### config.mk
export PLATFORM = sky130hd
export DESIGN_NAME = integ_seq
export DESIGN_NICKNAME = d
export VERILOG_FILES = /design/src/rtl/integ_seq_pkg.sv /design/src/rtl/integ_period_timer.sv /design/src/rtl/integ_mode_ctrl.sv /design/src/rtl/integ_side_sel.sv /design/src/rtl/integ_seq.sv
export SDC_FILE = /design/constraint.sdc
export NUM_CORES = 1
export LEC_CHECK = 0
export ABC_AREA = 1
export BUFFER_PORTS_ARGS = -buffer_cell sky130_fd_sc_hd__buf_4
export CAP_MARGIN = 20
export CORE_MARGIN = 8
export CORE_UTILIZATION = 35
export CTS_CLUSTER_DIAMETER = 200
export DETAILED_ROUTE_END_ITERATION = 10
export HOLD_SLACK_MARGIN = 0.03
export SLEW_MARGIN = 20
export SYNTH_ARGS = -nofsm -noshare
export SYNTH_HDL_FRONTEND = slang
export SYNTH_SLANG_ARGS = --single-unit
### constraint.sdc
create_clock -name clk -period 1.8 [get_ports clk]
set_input_delay 0.09 -clock clk [delete_from_list [all_inputs] [get_ports clk]]
set_output_delay 0.09 -clock clk [all_outputs]
set_load 0.005 [all_outputs]
### src/rtl/integ_seq_pkg.sv
// Shared types for the integration sequencer.
// Assumes nothing beyond a two-bit state encoding.
package integ_seq_pkg;

    // Operating mode of the sequencer.
    typedef enum logic [1:0] {
        SEQ_IDLE = 2'd0,
        SEQ_LOOP = 2'd1,
        SEQ_ONCE = 2'd2
    } seq_state_e;

endpackage

### src/rtl/integ_period_timer.sv
// Counts one integration period of (limit+1) ticks.
// The limit is the clamped count, latched whenever load is high.
// Assumes load is never asserted together with a period end unless a
// restart is intended, and that MIN_CNT <= MAX_CNT < 2**CNT_W.
module integ_period_timer #(
    parameter int CNT_W   = 28,
    parameter int MIN_CNT = 13279,
    parameter int MAX_CNT = 79999999
) (
    input  logic             clk,
    input  logic             rst_n,
    input  logic             load,
    input  logic             active,
    input  logic [CNT_W-1:0] period_cnt,
    output logic             period_end
);

    localparam logic [CNT_W-1:0] LO_LIM = CNT_W'(MIN_CNT);
    localparam logic [CNT_W-1:0] HI_LIM = CNT_W'(MAX_CNT);

    logic [CNT_W-1:0] tick_q;
    logic [CNT_W-1:0] limit_q;
    logic [CNT_W-1:0] clamped;

    // Keep the requested count inside the legal window.
    always_comb begin
        if (period_cnt < LO_LIM)
            clamped = LO_LIM;
        else if (period_cnt > HI_LIM)
            clamped = HI_LIM;
        else
            clamped = period_cnt;
    end

    // Restart or advance the tick counter; latch the limit at period start.
    always_ff @(posedge clk) begin
        if (!rst_n) begin
            tick_q  <= '0;
            limit_q <= LO_LIM;
        end else if (load) begin
            tick_q  <= '0;
            limit_q <= clamped;
        end else if (active) begin
            tick_q  <= tick_q + 1'b1;
        end
    end

    // Flag the last tick of the running period.
    assign period_end = active && (tick_q == limit_q);

endmodule

### src/rtl/integ_mode_ctrl.sv
// Mode state machine: idle, continuous, single/draining.
// A halt in continuous mode turns the active period into a final one.
// Start commands are honoured only while idle; run wins over once.
module integ_mode_ctrl
    import integ_seq_pkg::*;
(
    input  logic clk,
    input  logic rst_n,
    input  logic cmd_run,
    input  logic cmd_once,
    input  logic cmd_halt,
    input  logic period_end,
    output logic active,
    output logic launch,
    output logic reload
);

    seq_state_e state_q;
    seq_state_e state_d;

    // Accept a start only from idle; restart back to back unless halted.
    assign launch = (state_q == SEQ_IDLE) && (cmd_run || cmd_once);
    assign reload = (state_q == SEQ_LOOP) && period_end && !cmd_halt;
    assign active = (state_q != SEQ_IDLE);

    // Next-state selection.
    always_comb begin
        state_d = state_q;
        unique case (state_q)
            SEQ_IDLE: begin
                if (cmd_run)       state_d = SEQ_LOOP;
                else if (cmd_once) state_d = SEQ_ONCE;
            end
            SEQ_LOOP: begin
                if (cmd_halt)
                    state_d = period_end ? SEQ_IDLE : SEQ_ONCE;
            end
            SEQ_ONCE: begin
                if (period_end) state_d = SEQ_IDLE;
            end
            default: state_d = SEQ_IDLE;
        endcase
    end

    // State register.
    always_ff @(posedge clk) begin
        if (!rst_n) state_q <= SEQ_IDLE;
        else        state_q <= state_d;
    end

endmodule

### src/rtl/integ_side_sel.sv
// Integrator-side select and readout strobe.
// Both are registered from the same period-end flag, so they change on
// the same cycle.
module integ_side_sel (
    input  logic clk,
    input  logic rst_n,
    input  logic period_end,
    output logic conv_sel,
    output logic rd_strobe
);

    // Swap integrator sides and pulse the readout strobe at each period end.
    always_ff @(posedge clk) begin
        if (!rst_n) begin
            conv_sel  <= 1'b0;
            rd_strobe <= 1'b0;
        end else begin
            rd_strobe <= period_end;
            if (period_end) conv_sel <= ~conv_sel;
        end
    end

endmodule

### src/rtl/integ_seq.sv
// Integration period sequencer top.
// Joins the mode controller, the period timer and the side selector.
// Assumes one-cycle command pulses and MIN_CNT >= 1, so that strobes
// never fall on adjacent cycles.
module integ_seq #(
    parameter int CNT_W   = 28,
    parameter int MIN_CNT = 13279,
    parameter int MAX_CNT = 79999999
) (
    input  logic             clk,
    input  logic             rst_n,
    input  logic             cmd_run,
    input  logic             cmd_once,
    input  logic             cmd_halt,
    input  logic [CNT_W-1:0] period_cnt,
    output logic             busy,
    output logic             conv_sel,
    output logic             rd_strobe
);

    logic active;
    logic launch;
    logic reload;
    logic period_end;
    logic load;

    // A new period starts either from idle or back to back.
    assign load = launch || reload;
    assign busy = active;

    integ_mode_ctrl u_mode (
        .clk        (clk),
        .rst_n      (rst_n),
        .cmd_run    (cmd_run),
        .cmd_once   (cmd_once),
        .cmd_halt   (cmd_halt),
        .period_end (period_end),
        .active     (active),
        .launch     (launch),
        .reload     (reload)
    );

    integ_period_timer #(
        .CNT_W   (CNT_W),
        .MIN_CNT (MIN_CNT),
        .MAX_CNT (MAX_CNT)
    ) u_timer (
        .clk        (clk),
        .rst_n      (rst_n),
        .load       (load),
        .active     (active),
        .period_cnt (period_cnt),
        .period_end (period_end)
    );

    integ_side_sel u_side (
        .clk        (clk),
        .rst_n      (rst_n),
        .period_end (period_end),
        .conv_sel   (conv_sel),
        .rd_strobe  (rd_strobe)
    );

endmodule

* Word level (Yosys, flattened, before mapping)
Cells that the tools add are included.
** Storage, ports and cells
- Output and inout bits :: 3
- Register bits after elaboration :: 60
- Input port bits :: 33
- Word-level logic and storage cells :: 35
** Operators by class
- Mux-type cells :: 8
- Add/sub/neg operators :: 1
- $lt $le $gt $ge :: 2
- Reductions and logical operators :: 11
- Equality and inequality tests :: 6
- Bitwise gates (word level) :: 2
** Operators by type and width (count)
- 28-bit two-way mux :: 2
- 28-bit by 1-bit adder with 28-bit output, second input constant :: 1
- 28-bit == test :: 1
- 28-bit by 27-bit > comparator with 1-bit output, second input constant :: 1
- 28-bit by 14-bit < comparator with 1-bit output, second input constant :: 1
- 2-bit two-way mux :: 5
- 2-bit one-hot mux with 3 select lines :: 1
- 1-bit logical AND :: 4
- 3-bit != test, second input constant :: 1
- 3-bit AND reduction :: 1
- 2-bit by 1-bit == test with 1-bit output, second input constant :: 1
- 2-bit == test, second input constant :: 1
- 2-bit zero test :: 1
- 1-bit logical OR :: 2
- 2-bit by 1-bit != test with 1-bit output, second input constant :: 1
- 2-bit != test, second input constant :: 1
- 1-bit NOT :: 2
- 2-bit nonzero test :: 1
- 2-bit OR reduction :: 1
- 1-bit zero test :: 1

* Logic depth before layout (Yosys ltp)
- Depth in word-level cells :: 6
- Gate-level depth with buffers :: 13
- Gate-level depth less buffers :: 12

* Modules after synthesis
Synthesis repeated with hierarchy kept, for this count alone.
** Second synthesis, totals
- Cell total of the unflattened synthesis :: 498
- Area total of the unflattened synthesis :: 3174.3 µm²
** Modules (own cells, without submodules)
- integ_period_timer :: times used 1, cells each 464, sequential area each 1121.1 µm², area an instance 2955.3 µm²
- integ_mode_ctrl :: times used 1, cells each 23, sequential area each 40.0 µm², area an instance 143.9 µm²
- integ_side_sel :: times used 1, cells each 8, sequential area each 40.0 µm², area an instance 63.8 µm²
- integ_seq :: times used 1, cells each 3, sequential area each 0.0 µm², area an instance 11.3 µm²

* Worst setup path before layout
OpenSTA, ideal clock, no wires.
- Path kind :: flip-flop to flip-flop
- From :: register u_timer.tick_q[0]
- To :: register u_timer.tick_q[26]
- Clock period less this slack :: 1549 ps
- Path slack :: 251 ps
- Cell stages (with the launch flop) :: 9
- Data required time :: 1678 ps
- Buffers on the path :: 0
- Library setup time :: 122 ps
- Data arrival time :: 1427 ps
- Cell sequence :: dfxtp_1 > ha_1 > nand3_1 > nor3_2 > nand4_2 > nor2_2 > nand2_1 > o21ai_0 > a21oi_2
** Between the ends
- Cells in the longest elaborated chain, start to end :: 6
- Elaborated cells between the ends (all ways) :: 7
- Those cells by class :: add/sub: 1; eq/ne: 1; reduce/logical: 5
** Ends and longest elaborated chain
- from (decl) :: line integ_period_timer.sv:21 : logic [CNT_W-1:0] tick_q;
- from (signal assigned) :: line integ_period_timer.sv:44 : tick_q <= tick_q + 1'b1;
- parallel branches: the longest is 6 deep, another holds 28-bit by 1-bit adder with 28-bit output
Parallel ways; which one is timed is not known.
A chain may end at the register's enable or synchronous reset.

* Final worst setup path
- From :: register u_timer.tick_q[0]
- To :: register u_timer.tick_q[18]
Same word-level chain as after synthesis.

==> run metrics <==
ys flop type=dfxtp_1; Max FO, Critical Path=4; Die X=~110 um; # rows=35; Maximum Capacitance Violations=0; H-tree depth=3; Setup CP Type=flip-flop to flip-flop; Crit. End Element=flip-flop; Antenna Nets Post-Route=0; DR iter-0 viols=140; DRT Pass-1 Iters=7; Die Height=113.9 um; leading post-synthesis cells by instance count=nand2_1 (126), nor2_1 (87), dfxtp_1 (60), inv_1 (60); die area=0.01298 sq mm; Syn Std Cell Area=roughly 0.0034 sq mm; sequential share of the synthesized area=35.79%; Post-synth EDFFs=0; DR vias=around 3100; count leader, synth=nand2_1; global-route wire length before repair=about 14000 um; CTS Buffer Depth=2; LEAKAGE=0.001775 uW; CTS tree=yes; status=completed; Worst Setup Start Kind=flip-flop; DRC Markers=0; largest area contributor in the synthesized netlist=dfxtp_1; Post-Synth Simple-Gate Area=between 40% and 50%; DR WL/cell=11.40 um; share of cells above drive strength 1=22.12%; CP Data Arrival Time=1.94 ns; Power per Cell Area=approximately 770 mW/mm^2; Max Transition Viols Final=0; RSZ-0062 raised after global routing=false; f_max=602.6 MHz; post-synthesis adder-cell area fraction=0.3729%; total CTS buffers=9; Compound-Gate Fraction of Synth Area=4.847%; largest net degree at the start of global routing=26; setup violators final=0; Peak VDD IR=356.9 uV; Ports=36; final period utilization=between 90% and 100%; Net Count, Synth=533; Final Hold Viols=0; synthesis-to-layout area growth=25.69%; routed wire length=7911 um; vias per inst=4.507; Hold Slack=between 0.06 and 0.07 ns; largest family of logic cells by synthesized area=simple AND/OR/NAND/NOR gates; port bufs=35; vias in the first global route=2979; top cells by area, synth=dfxtp_1 (36%), nand2_1 (14%), nor2_1 (9.7%); Async S/R FF share, synth=0%; #FFs+latches synth=60; Final Instance Area=0.004218 sq mm; Final HPWL DP=6135 um; Final #Nets=around 590; Worst EP required=2.08 ns; core region area=between 0.009 and 0.01 sq mm; routability cong.=0.7816; Hold Crit Class=input port to flip-flop; Distinct cells, synth=35; Post-Synthesis Cells=499; fillers=980; multiplexer share of the synthesized area=0%; Clk Latency, worst-skew pair=0.34 ns; syn_area_per_cell=~6.7 sq um; xor/xnor share of the synthesized area=8.874%; Initial Utilization=36.15%; share of the synthesized area in the top cell type=35.79%; Antenna Cells=0; grt total ovfl=0; initial antenna violation count=0; Slew headroom=73.41%; Tmin final=1.659 ns; yosys warns=0; Total GRT Usage=12.92%; clock-pin transition on the worst setup and hold timing paths=0.07 ns; clk sink count=60; Final Skew=0.01340 ns; Root Buffer=clkbuf_8; Worst Max-Slew Pin Slew=approximately 0.40 ns; Placed Area=0.003812 sq mm
-- cells in the final DEF, fill, tap and decap left out, types with 2 or more instances in the layout --
cell / instances
nand2_1: 124
nor2_1: 84
inv_1: 59
dfxtp_1: 53
buf_4: 52
xnor2_1: 21
nand3_1: 20
nor2_2: 18
nand4_1: 18
a21oi_1: 13
xor2_1: 13
clkbuf_8: 10
dlygate4sd3_1: 8
o21ai_1: 7
nor3_1: 7
nand2_2: 6
dfxtp_2: 6
inv_2: 5
nor3_2: 4
nand2_4: 3
o211ai_1: 3
nor2_4: 3
o21ai_0: 3
clkinv_2: 3
nand3_2: 2
nand3b_1: 2
or2_2: 2
bufinv_16: 2
-- repair_timing --
| action | 4_1_cts | 5_1_grt |
|---|---|---|
| setup buffers | 0 | 5 |
| setup endpoints to repair | 1 | 56 |
| hold buffers | 8 | 0 |
| endpoints found under the hold margin | 8 | 0 |
| gates resized for setup | 2 | 22 |
| pin swaps | 0 | 4 |
-- cell families (layout without fill, tap and decap cells) --
group / after synthesis / after routing
flip-flops: 60 / 60
buffers and inverters: 76 / 142
adder cells (fa/ha/maj): 1 / 1
AND/OR/NAND/NOR: 299 / 299
XOR/XNOR: 34 / 34
AO/OA/AOI/OAI: 29 / 29
-- registers in the layout (all words and copies together), names as in the netlist --
register,count
u_mode.state_q,2
u_timer.tick_q,28
u_side.conv_sel,1
u_side.rd_strobe,1
u_timer.limit_q,28
-- path summary, 6_finish.rpt --
| path | slack [ns] | start | depth (start not counted) | end |
|---|---|---|---|---|
| setup / recovery | 0.14 | u_timer.tick_q[0] | 9 | u_timer.tick_q[18] |
| hold / removal | 0.06 | period_cnt[6] | 5 | u_timer.limit_q[6] |
| setup reg to reg | 0.14 | u_timer.tick_q[0] | 9 | u_timer.tick_q[18] |
| hold reg to reg | 0.45 | u_timer.limit_q[27] | 2 | u_timer.limit_q[27] |
-- layout make-up --
class | instances | area (sq um) | area share [%]
Tap cell | 129 | 161.4 | 3.827
Multi-Input combinational cell | 363 | 1886 | 44.70
Timing Repair Buffer | 62 | 501.7 | 11.90
Inverter | 64 | 240.2 | 5.696
Clock buffer | 11 | 141.4 | 3.352
Clock inverter | 5 | 75.07 | 1.780
Sequential cell | 60 | 1212 | 28.75
-- per-stage QoR --
step	setup TNS [ns]	total power, uW	std cells	setup slack (ns)	util, %
CTS	0	3270	689	0.01067	44.34
finish	0	3261	694	0.1405	45.43
floorplan	0	1763	499	0.2515	-
global route	0	3417	694	0.001295	45.43
global placement	-0.01730	1913	665	-0.01730	41.06
detailed placement	-0.02983	1921	665	-0.02983	41.06
-- worst max-delay path: stages (launching register included) --
cell     delay (ns)
dfxtp_4        0.39
ha_4           0.15
nand3_2        0.10
nor3_4         0.22
nand4_2        0.16
nor2_2         0.17
buf_4          0.12
xor2_1         0.15
inv_1          0.05
nor2_1         0.08
-- power by group --
part           internal, uW  switching, uW  leakage [uW]
sequential             1380           42.7      0.000491
combinational           215            283       0.00117
clock                   810            525      0.000113
-- per-layer routing --
metal / track usage, % / up-vias / wire length (um)
met5: 0 / - / 0
met4: 4.791 / 0 / 120
met3: 3.170 / 9 / 269
met2: 21.42 / 57 / 3566
met1: 15.77 / 1390 / 3955
li1: - / 1672 / -
Note: power is estimated with default switching activity, not from simulation.
